<file path="src/rtl/wt8_pkg.sv">
package wt8_pkg;

  typedef enum logic [1:0] {
    MODE_FREE  = 2'b00,
    MODE_PCPWM = 2'b01,
    MODE_CLEAR = 2'b10,
    MODE_FAST  = 2'b11
  } wmode_e;

  localparam logic [1:0] ADDR_CTRL  = 2'd0;
  localparam logic [1:0] ADDR_COUNT = 2'd1;
  localparam logic [1:0] ADDR_CMP   = 2'd2;
  localparam logic [1:0] ADDR_FLAGS = 2'd3;

  localparam int CTRL_FORCE_BIT = 7;
  localparam int CTRL_ACT_LSB   = 4;
  localparam int CTRL_MODE_LSB  = 0;
  localparam int FLAG_CMP_BIT   = 0;
  localparam int FLAG_OVF_BIT   = 1;
  localparam int MASK_CMP_BIT   = 4;
  localparam int MASK_OVF_BIT   = 5;

  function automatic logic is_pwm(wmode_e m);
    return (m == MODE_PCPWM) || (m == MODE_FAST);
  endfunction

  // pin is driven unless the action is off or reserved (01 in PWM)
  function automatic logic drives_pin(wmode_e m, logic [1:0] a);
    return (a != 2'b00) && !(is_pwm(m) && (a == 2'b01));
  endfunction

  // non-PWM action applied to the present level
  function automatic logic apply_action(logic [1:0] a, logic cur);
    case (a)
      2'b01:   return ~cur;
      2'b10:   return 1'b0;
      2'b11:   return 1'b1;
      default: return cur;
    endcase
  endfunction

endpackage

</file>
<file path="src/rtl/wt8_counter.sv">
module wt8_counter
  import wt8_pkg::*;
#(
  parameter int W = 8
) (
  input  logic         clk,
  input  logic         rst_n,
  input  logic         tick,
  input  wmode_e       mode,
  input  logic [W-1:0] ocr_act,
  input  logic         wr_cnt,
  input  logic [W-1:0] wr_val,
  output logic [W-1:0] cnt_o,
  output logic         dn_o,
  output logic         blk_o,
  output logic         at_max_o,
  output logic         pc_top_o,
  output logic         ovf_evt_o
);

  localparam logic [W-1:0] CNT_MAX    = {W{1'b1}};
  localparam logic [W-1:0] CNT_MAX_M1 = {{(W-1){1'b1}}, 1'b0};
  localparam logic [W-1:0] CNT_ZERO   = {W{1'b0}};

  logic [W-1:0] cnt_q;
  logic         dn_q;
  logic         blk_q;
  logic [W:0]   nxt;

  // returns {falling, next count}
  function automatic logic [W:0] advance(wmode_e m, logic [W-1:0] c, logic dn,
                                         logic [W-1:0] top);
    case (m)
      MODE_PCPWM: begin
        if (!dn) return (c == CNT_MAX) ? {1'b1, c - 1'b1} : {1'b0, c + 1'b1};
        else     return (c == CNT_ZERO) ? {1'b0, c + 1'b1} : {1'b1, c - 1'b1};
      end
      MODE_CLEAR: return {1'b0, (c == top) ? CNT_ZERO : c + 1'b1};
      default:    return {1'b0, c + 1'b1};
    endcase
  endfunction

  assign nxt = advance(mode, cnt_q, dn_q, ocr_act);

  always_ff @(posedge clk or negedge rst_n) begin
    if (!rst_n) begin
      cnt_q <= '0;
      dn_q  <= 1'b0;
      blk_q <= 1'b0;
    end else if (wr_cnt) begin
      cnt_q <= wr_val;
      blk_q <= 1'b1;
    end else if (tick) begin
      cnt_q <= nxt[W-1:0];
      dn_q  <= nxt[W];
      blk_q <= 1'b0;
    end
  end

  assign cnt_o     = cnt_q;
  assign dn_o      = dn_q;
  assign blk_o     = blk_q;
  assign at_max_o  = tick && (cnt_q == CNT_MAX);
  assign pc_top_o  = tick && (mode == MODE_PCPWM) && !dn_q && (cnt_q == CNT_MAX);
  assign ovf_evt_o = tick && ((mode == MODE_PCPWM) ? (dn_q && cnt_q == CNT_ZERO)
                                                   : (cnt_q == CNT_MAX));

  assert_wrap_R1: assert property (@(posedge clk) disable iff (!rst_n)
    (tick && !wr_cnt && mode == MODE_FREE && cnt_q == CNT_MAX) |=> (cnt_q == CNT_ZERO));

  assert_clear_R1: assert property (@(posedge clk) disable iff (!rst_n)
    (tick && !wr_cnt && mode == MODE_CLEAR && cnt_q == ocr_act) |=> (cnt_q == CNT_ZERO));

  assert_turn_R2: assert property (@(posedge clk) disable iff (!rst_n)
    (tick && !wr_cnt && mode == MODE_PCPWM && !dn_q && cnt_q == CNT_MAX)
      |=> (dn_q && cnt_q == CNT_MAX_M1));

endmodule

</file>
<file path="src/rtl/wt8_compare.sv">
module wt8_compare
  import wt8_pkg::*;
#(
  parameter int W = 8
) (
  input  logic         clk,
  input  logic         rst_n,
  input  wmode_e       mode,
  input  logic         wr_ocr,
  input  logic [W-1:0] wr_val,
  input  logic         at_max,
  input  logic         pc_top,
  output logic [W-1:0] ocr_act_o,
  output logic [W-1:0] ocr_buf_o
);

  logic [W-1:0] buf_q, act_q, buf_nxt;
  logic         load;

  assign buf_nxt = wr_ocr ? wr_val : buf_q;
  assign load    = !is_pwm(mode) || ((mode == MODE_FAST) && at_max) || pc_top;

  always_ff @(posedge clk or negedge rst_n) begin
    if (!rst_n) begin
      buf_q <= '0;
      act_q <= '0;
    end else begin
      buf_q <= buf_nxt;
      if (load) act_q <= buf_nxt;
    end
  end

  assign ocr_act_o = act_q;
  assign ocr_buf_o = buf_q;

  assert_hold_fast_R3: assert property (@(posedge clk) disable iff (!rst_n)
    (mode == MODE_FAST && !at_max) |=> $stable(ocr_act_o));

endmodule

</file>
<file path="src/rtl/wt8_wave.sv">
module wt8_wave
  import wt8_pkg::*;
#(
  parameter int W = 8
) (
  input  logic         clk,
  input  logic         rst_n,
  input  logic         tick,
  input  wmode_e       mode,
  input  logic [1:0]   act,
  input  logic [W-1:0] cnt,
  input  logic         dn,
  input  logic [W-1:0] ocr,
  input  logic         blk,
  input  logic         at_max,
  input  logic         pc_top,
  input  logic         force_req,
  input  wmode_e       force_mode,
  input  logic [1:0]   force_act,
  output logic         match_evt_o,
  output logic         wave_o,
  output logic         oe_o
);

  localparam logic [W-1:0] CNT_MAX = {W{1'b1}};

  logic wave_q, wave_d, force_evt, ocr_is_top;

  assign match_evt_o = tick && (cnt == ocr) && !blk;
  assign force_evt   = force_req && !is_pwm(force_mode);
  assign ocr_is_top  = (ocr == CNT_MAX);

  always_comb begin
    wave_d = wave_q;
    if (force_evt) begin
      wave_d = apply_action(force_act, wave_q);
    end else if (!is_pwm(mode)) begin
      if (match_evt_o) wave_d = apply_action(act, wave_q);
    end else if (act[1]) begin
      if (mode == MODE_FAST) begin
        if (at_max)                          wave_d = ~act[0];
        else if (match_evt_o && !ocr_is_top) wave_d = act[0];
      end else begin
        if (pc_top && ocr_is_top)            wave_d = ~act[0];
        else if (match_evt_o && !ocr_is_top) wave_d = dn ? ~act[0] : act[0];
      end
    end
  end

  always_ff @(posedge clk or negedge rst_n) begin
    if (!rst_n) wave_q <= 1'b0;
    else        wave_q <= wave_d;
  end

  assign wave_o = wave_q;
  assign oe_o   = drives_pin(mode, act);

  assert_off_R5: assert property (@(posedge clk) disable iff (!rst_n)
    (act == 2'b00 && !force_evt) |=> $stable(wave_q));

  assert_fast_top_R8: assert property (@(posedge clk) disable iff (!rst_n)
    (mode == MODE_FAST && act[1] && ocr_is_top && !at_max && !force_evt) |=> $stable(wave_q));

  assert_force_pwm_R9: assert property (@(posedge clk) disable iff (!rst_n)
    (force_req && is_pwm(force_mode) && !tick) |=> $stable(wave_q));

endmodule

</file>
<file path="src/rtl/wave_timer8.sv">
module wave_timer8
  import wt8_pkg::*;
#(
  parameter int W = 8
) (
  input  logic         clk,
  input  logic         rst_n,
  input  logic         tick,
  input  logic         reg_wr,
  input  logic [1:0]   reg_addr,
  input  logic [W-1:0] reg_wdata,
  input  logic [1:0]   reg_raddr,
  output logic [W-1:0] reg_rdata,
  input  logic         cmp_ack,
  input  logic         ovf_ack,
  output logic         wave_out,
  output logic         wave_oe,
  output logic         cmp_irq,
  output logic         ovf_irq
);

  wmode_e       mode_q;
  logic [1:0]   act_q;
  logic         cmp_flag_q, ovf_flag_q, cmp_mask_q, ovf_mask_q;
  logic         wr_ctrl, wr_cnt, wr_ocr, wr_flags;
  logic [W-1:0] cnt, ocr_act, ocr_buf;
  logic         dn, blk, at_max, pc_top, ovf_evt, match_evt;
  logic         clr_cmp, clr_ovf;

  assign wr_ctrl  = reg_wr && (reg_addr == ADDR_CTRL);
  assign wr_cnt   = reg_wr && (reg_addr == ADDR_COUNT);
  assign wr_ocr   = reg_wr && (reg_addr == ADDR_CMP);
  assign wr_flags = reg_wr && (reg_addr == ADDR_FLAGS);

  wt8_counter #(.W(W)) u_cnt (
    .clk(clk), .rst_n(rst_n), .tick(tick), .mode(mode_q), .ocr_act(ocr_act),
    .wr_cnt(wr_cnt), .wr_val(reg_wdata), .cnt_o(cnt), .dn_o(dn), .blk_o(blk),
    .at_max_o(at_max), .pc_top_o(pc_top), .ovf_evt_o(ovf_evt)
  );

  wt8_compare #(.W(W)) u_cmp (
    .clk(clk), .rst_n(rst_n), .mode(mode_q), .wr_ocr(wr_ocr), .wr_val(reg_wdata),
    .at_max(at_max), .pc_top(pc_top), .ocr_act_o(ocr_act), .ocr_buf_o(ocr_buf)
  );

  wt8_wave #(.W(W)) u_wave (
    .clk(clk), .rst_n(rst_n), .tick(tick), .mode(mode_q), .act(act_q), .cnt(cnt),
    .dn(dn), .ocr(ocr_act), .blk(blk), .at_max(at_max), .pc_top(pc_top),
    .force_req(wr_ctrl && reg_wdata[CTRL_FORCE_BIT]),
    .force_mode(wmode_e'(reg_wdata[CTRL_MODE_LSB +: 2])),
    .force_act(reg_wdata[CTRL_ACT_LSB +: 2]),
    .match_evt_o(match_evt), .wave_o(wave_out), .oe_o(wave_oe)
  );

  assign clr_cmp = cmp_ack || (wr_flags && reg_wdata[FLAG_CMP_BIT]);
  assign clr_ovf = ovf_ack || (wr_flags && reg_wdata[FLAG_OVF_BIT]);

  always_ff @(posedge clk or negedge rst_n) begin
    if (!rst_n) begin
      mode_q     <= MODE_FREE;
      act_q      <= 2'b00;
      cmp_flag_q <= 1'b0;
      ovf_flag_q <= 1'b0;
      cmp_mask_q <= 1'b0;
      ovf_mask_q <= 1'b0;
    end else begin
      if (wr_ctrl) begin
        mode_q <= wmode_e'(reg_wdata[CTRL_MODE_LSB +: 2]);
        act_q  <= reg_wdata[CTRL_ACT_LSB +: 2];
      end
      if (wr_flags) begin
        cmp_mask_q <= reg_wdata[MASK_CMP_BIT];
        ovf_mask_q <= reg_wdata[MASK_OVF_BIT];
      end
      if (match_evt)    cmp_flag_q <= 1'b1;
      else if (clr_cmp) cmp_flag_q <= 1'b0;
      if (ovf_evt)      ovf_flag_q <= 1'b1;
      else if (clr_ovf) ovf_flag_q <= 1'b0;
    end
  end

  always_comb begin
    reg_rdata = '0;
    case (reg_raddr)
      ADDR_CTRL: begin
        reg_rdata[CTRL_ACT_LSB +: 2]  = act_q;
        reg_rdata[CTRL_MODE_LSB +: 2] = mode_q;
      end
      ADDR_COUNT: reg_rdata = cnt;
      ADDR_CMP:   reg_rdata = ocr_buf;
      default: begin
        reg_rdata[FLAG_CMP_BIT] = cmp_flag_q;
        reg_rdata[FLAG_OVF_BIT] = ovf_flag_q;
        reg_rdata[MASK_CMP_BIT] = cmp_mask_q;
        reg_rdata[MASK_OVF_BIT] = ovf_mask_q;
      end
    endcase
  end

  assign cmp_irq = cmp_flag_q && cmp_mask_q;
  assign ovf_irq = ovf_flag_q && ovf_mask_q;

  assert_ovf_set_R4: assert property (@(posedge clk) disable iff (!rst_n)
    ovf_evt |=> ovf_flag_q);

  assert_match_set_R11: assert property (@(posedge clk) disable iff (!rst_n)
    match_evt |=> cmp_flag_q);

  assert_ack_R11: assert property (@(posedge clk) disable iff (!rst_n)
    (cmp_ack && !match_evt) |=> !cmp_flag_q);

endmodule

</file>
<file path="config.mk">
export PLATFORM = sky130hd
export DESIGN_NAME = wave_timer8
export DESIGN_NICKNAME = d
export VERILOG_FILES = /design/src/rtl/wt8_pkg.sv /design/src/rtl/wt8_counter.sv /design/src/rtl/wt8_compare.sv /design/src/rtl/wt8_wave.sv /design/src/rtl/wave_timer8.sv
export SDC_FILE = /design/constraint.sdc
export NUM_CORES = 1
export LEC_CHECK = 0
export CAP_MARGIN = 10
export CORE_MARGIN = 2
export CORE_UTILIZATION = 48
export DETAILED_ROUTE_END_ITERATION = 8
export PLACE_DENSITY = 0.8
export SLEW_MARGIN = 20
export SYNTH_ARGS = -nofsm -noshare
export SYNTH_HDL_FRONTEND = slang
export SYNTH_SLANG_ARGS = --single-unit
</file>
<file path="constraint.sdc">
create_clock -name clk -period 6.2 [get_ports clk]
set_clock_uncertainty 0.2 [all_clocks]
set_input_delay 0.93 -clock clk [delete_from_list [all_inputs] [get_ports clk]]
set_output_delay 0.93 -clock clk [all_outputs]
set_load 0.005 [all_outputs]
</file>
# After elaboration in Yosys (flattened, before gate mapping)
# Index checks and enable logic that the tools add are counted.
# word_totals
ff_bits,35
input_bits,18
# classes
add_sub_neg,2
eq_ne,23
n_mux,31
n_bitwise,3
reduce_logical,46
# op_table
cell,n
$mux 8,4
$mux 9,3
$logic_and 1x1->1,23
$eq 2x2->1 const B,10
$pmux 9 s2,1
$mux 1,17
$eq 8x8->1 const B,2
$eq 2x1->1 const B,6
$pmux 2 s3,2
$add 8x1->8 const B,1
$eq 8x8->1,1
$logic_not 8->1,1
$pmux 2 s2,2
$reduce_bool 2->1,4
$sub 8x1->8 const B,1
$logic_not 1->1,6
$logic_or 1x1->1,6
$pmux 1 s3,2
$reduce_and 6->1,1
$ne 5x1->1 const B,1
$ne 5x2->1 const B,1
$reduce_bool 5->1,1
$logic_not 2->1,2
$ne 4x4->1 const B,1
other kinds (4),6

# Logic depth before layout (Yosys ltp)
# logic_depth
depth_word,10
mapped_depth,9
ltp_nobuf,8

# Cells and area by module
# A second synthesis with hierarchy kept.
# hier_totals
hier_cells,298
hier_area_um2,2760.1
# modules_own_cells
mod,n_inst,cells_each,area_per_inst_um2
wt8_counter,1,154,1176.1
wt8_compare,1,35,615.6
wave_timer8,1,57,580.6
wt8_wave,1,52,387.9

# Worst setup path after synthesis
# OpenSTA, ideal clock, no wires.
# synth_timing
path_kind,input to output
start,input reg_raddr[0]
end,output reg_rdata[0]
t_arrival_ns,1.725
t_required_ns,5.070
slack_ns,3.345
cell_stages,5
n_path_buf,1
cell_sequence,inv_1 ha_1 clkbuf_1 a222oi_1 mux2i_1
# synth_between
elab_chain_cells,2
word_cells_on_any_way,4
cone_classes,eq/ne (2); mux (1); reduce/logical (1)
# synth_lines
element,line,rtl
start: declaration,wave_timer8.sv:12,"input logic [1:0] reg_raddr,"
"$eq 2x2->1, or another cell as far along",wave_timer8.sv:84,case (reg_raddr)
$pmux 2 s3 (*),wave_timer8.sv:84,
end: declaration,wave_timer8.sv:13,"output logic [W-1:0] reg_rdata,"
# Mark *: on every way between the ends. The rest lies on a longest branch, timed or not.

# Worst setup path in the final report
# layout_timing
start,input reg_raddr[0]
end,output reg_rdata[4]
# The elaborated chain is that of the path after synthesis.

==> metrics.md <==
| Metric | Value |
|---|---|
| Vias | 2199 |
| Yosys synthesis warning count | 0 |
| Critical Path RT | 5.07 ns |
| Clock sink count | 35 |
| Global-route wire length before repair | 11100 um |
| XOR/XNOR Fraction of Synth Area | 4.21% |
| Mapped Area | roughly 2500 um2 |
| Filler cells | 474 |
| FF-to-FF Start | u_cnt.cnt_o[1] |
| Power Density | 308 nW/um2 |
| Rel. slew slack | 48.1% |
| Fin Setup TNS | 0 ns |
| Total gr overflow | 0 |
| Clk slew on worst S/H paths | 0.07 ns |
| I/O pins | 30 |
| Post-cts sizing count | 0 |
| Async set-reset flop share out of synthesis | 100% |
| Post-cts hold buffer count | 0 |
| CTS tree | yes |
| # diodes | 0 |
| Final period util | 64.7% |
| Max-Cap Viols | 0 |
| Die height | 76.1 um |
| GRT Util Overall | 24.1% |
| Worst path top cell family by delay | buffers and inverters |
| TritonCTS buffer count | 5 |
| Lkg Pwr | 1.19 nW |
| Slowest stage delay, CP | between 0.5 and 0.6 ns |
| Post-synth EDFFs | 0 |
| # rows | 26 |
| Register area | 876 um2 |
| Hold path depth | 1 |
| Slew @ Worst Pin | 0.777 ns |
| Share of cells above drive strength 1 | between 10% and 20% |
| Hpwl dp | 4730 um |
| Slowest CP cell | clkdlybuf4s50_1 |
| Worst EP arrival | between 2 and 3 ns |
| Worst-path fanout max | 8 |
| Vias in the first global route | 2162 |
| Initial Util | 49.2% |
| Initial drt markers | 237 |
| Crit start category | input pin |
| Clk_lat worst skew | 0.29 ns |
| Final Total Pwr | about 0.0009 W |
| Worst r2r dst | u_cnt.cnt_o[6] |
| Post-synthesis sequential area ratio | between 30% and 40% |
| Post-synth top area cell | dfrtp_1 |
| RSZ-0062 raised after global routing | no |
| Wire length per cell | 17.8 um |
| Port buffer count | 29 |
| Mapped Avg Cell Area | 9.02 um2 |
| Tmin final | 4.01 ns |
| Initial antenna violation count | 0 |
| Mux contribution to synthesized area | 10.5% |
| Top-area cell type share of the netlist area | 35.1% |
| Commonest cells after routing, fill and taps aside | dfrtp_1 (35), clkdlybuf4s50_1 (29), nand2_1 (28) |
| Crit end category | output pin |
| Synth Area in Adders | 7.01% |
| Root Driver | clkbuf_8 |
| Top cells by area, synth | dfrtp_1 (35%), mux2_2 (7.7%), ha_1 (7.0%), nand2_1 (4.2%), xor2_1 (4.2%) |
| Synth Instances | between 200 and 300 |
| H-tree depth | 2 |
| Netlist cell types | 54 |
| Drt via density | 5.98 |
| Worst-case vdd ir drop | 0.180 mV |
| Routability cong. | between 0.9 and 1 |
| Synth Register Bits | 35 |
| Hold slack | 0.318 ns |
| Area Overhead vs Synth | 15.8% |
| R2R setup slack | roughly 3.5 ns |
| Synth Area in Compound Gates | between 20% and 30% |
| Final Util | 57.0% |
| Slew Limit Fails | 0 |
| DRC | 0 |
| Post-Syn Nets | 309 |
| Full die area | 5800 um2 |
| Largest family of logic cells by synthesized area | compound AO/OA/AOI/OAI gates |
| Post-CTS setup buffers | 0 |
| Final setup vio count | 0 |
| Final WL | ~6600 um |
| Largest net degree at the start of global routing | 36 |
| Hold Crit Class | reg -> reg |
| Clock Path Buffers | 2 |
| Area occupied by multi-input gates | approximately 1500 um2 |
| R2r worst-path depth | 7 |
| DRT Pass-1 Iters | 4 |
| Fmax | 0.249 GHz |
| Final Net Count | 329 |
| Main synth FF type | dfrtp_1 |
| Die X | 76.1 um |
| Crit path buffers/inverters | 3 |
| WHS Endpoint | cmp_mask_q |
| Worst-path cell chain | clkdlybuf4s50_1 -> inv_1 -> ha_1 -> a222oi_1 -> mux2i_1 -> clkdlybuf4s50_1 |
| Cell Count, Final, Fillers Out | 368 |
| Placed cells | 360 |
| Hold path start | cmp_mask_q |
| Final hold violation count | 0 |
| Core Box Area | approximately 5000 um2 |
| Antenna viol nets, final | 0 |
| Worst path most repeated cell | clkdlybuf4s50_1 |
| Commonest non-fill, non-tap cell in the layout | dfrtp_1 |
| Simple-Gate Fraction of Synth Area | 16.7% |
| Setup CP Type | in -> out |
| Status | completed |
==> worst max-delay path by stage <==
stage | start | endpoint | cells past startpoint
finish | reg_raddr[0] | reg_rdata[4] | 6
global route | reg_raddr[0] | reg_rdata[4] | 6
CTS | reg_raddr[0] | reg_rdata[4] | 6
detailed placement | reg_raddr[0] | reg_rdata[4] | 6
global placement | reg_raddr[0] | reg_rdata[5] | 6
floorplan | reg_raddr[0] | reg_rdata[0] | 5
==> logic make-up (layout without fill, tap and decap cells) <==
family / after synthesis / count (layout)
muxes: 24 / 24
xor gates and xnor gates: 12 / 12
buffers and inverters: 36 / 57
AOI/OAI and AO/OA: 71 / 71
adders and majority gates: 14 / 14
DFF: 35 / 35
and+or+nand+nor: 85 / 85
==> final cells by class <==
type	instances	share of cell area [%]
Sequential cell	35	30.3
Multi-Input combinational cell	206	51.0
Tap cell	70	3.03
Timing Repair Buffer	30	10.3
Inverter	19	2.47
Clock inverter	2	0.433
Clock buffer	6	2.51
==> per-layer routing <==
layer / wire (um) / up-vias / track usage, % / share of wire, %
met1: 2820 / 1077 / 32.7 / 43
li1: - / 1042 / - / -
met5: 0 / - / 0 / 0
met3: 414 / 11 / 3.67 / 6.3
met4: 98 / 0 / 7.82 / 1.5
met2: 3230 / 69 / 39.7 / 49
==> flip-flops by register name (all words and copies together) (netlist names) <==
register / flops
u_cmp.ocr_act_o: 8
u_cmp.ocr_buf_o: 8
u_cnt.cnt_o: 8
act_q: 2
mode_q: 2
cmp_flag_q: 1
cmp_mask_q: 1
ovf_flag_q: 1
ovf_mask_q: 1
u_cnt.blk_o: 1
u_cnt.dn_o: 1
u_wave.wave_o: 1
==> report_power, final <==
part           switching [W]  internal [W]  total, W
registers           0.000112      0.000286  0.000397
clock network      0.0000865     0.0000785  0.000165
logic               0.000158      0.000170  0.000328
total               0.000357      0.000534  0.000890
==> cell usage after synthesis, types with 2 or more instances <==
master,count
nor2_1,19
inv_1,19
a22oi_1,6
nor4_1,2
a222oi_1,4
nand3_1,5
dfrtp_1,35
o31ai_1,4
a21o_1,3
clkbuf_1,10
mux2i_1,6
nand4_1,2
o32a_1,3
or2_2,2
o41ai_1,3
nor3b_1,2
nand2_1,28
o21ai_0,17
nand2b_1,3
a21oi_1,7
and3_1,2
mux2_2,17
a31oi_1,3
xor2_1,12
nor3_1,7
o21ai_1,3
ha_1,14
nor2b_1,8
o22a_1,2
buf_2,4
buf_1,2
==> through the flow <==
step | setup slack [ns] | instance area [um2]
2_1_floorplan | 3.35 | 2500
6_report | 2.19 | 2890
4_1_cts | 2.19 | 2890
3_3_place_gp | 2.38 | 2810
5_1_grt | 2.10 | 2890
3_5_place_dp | 2.19 | 2810
Note: power is estimated with default switching activity, not from simulation.
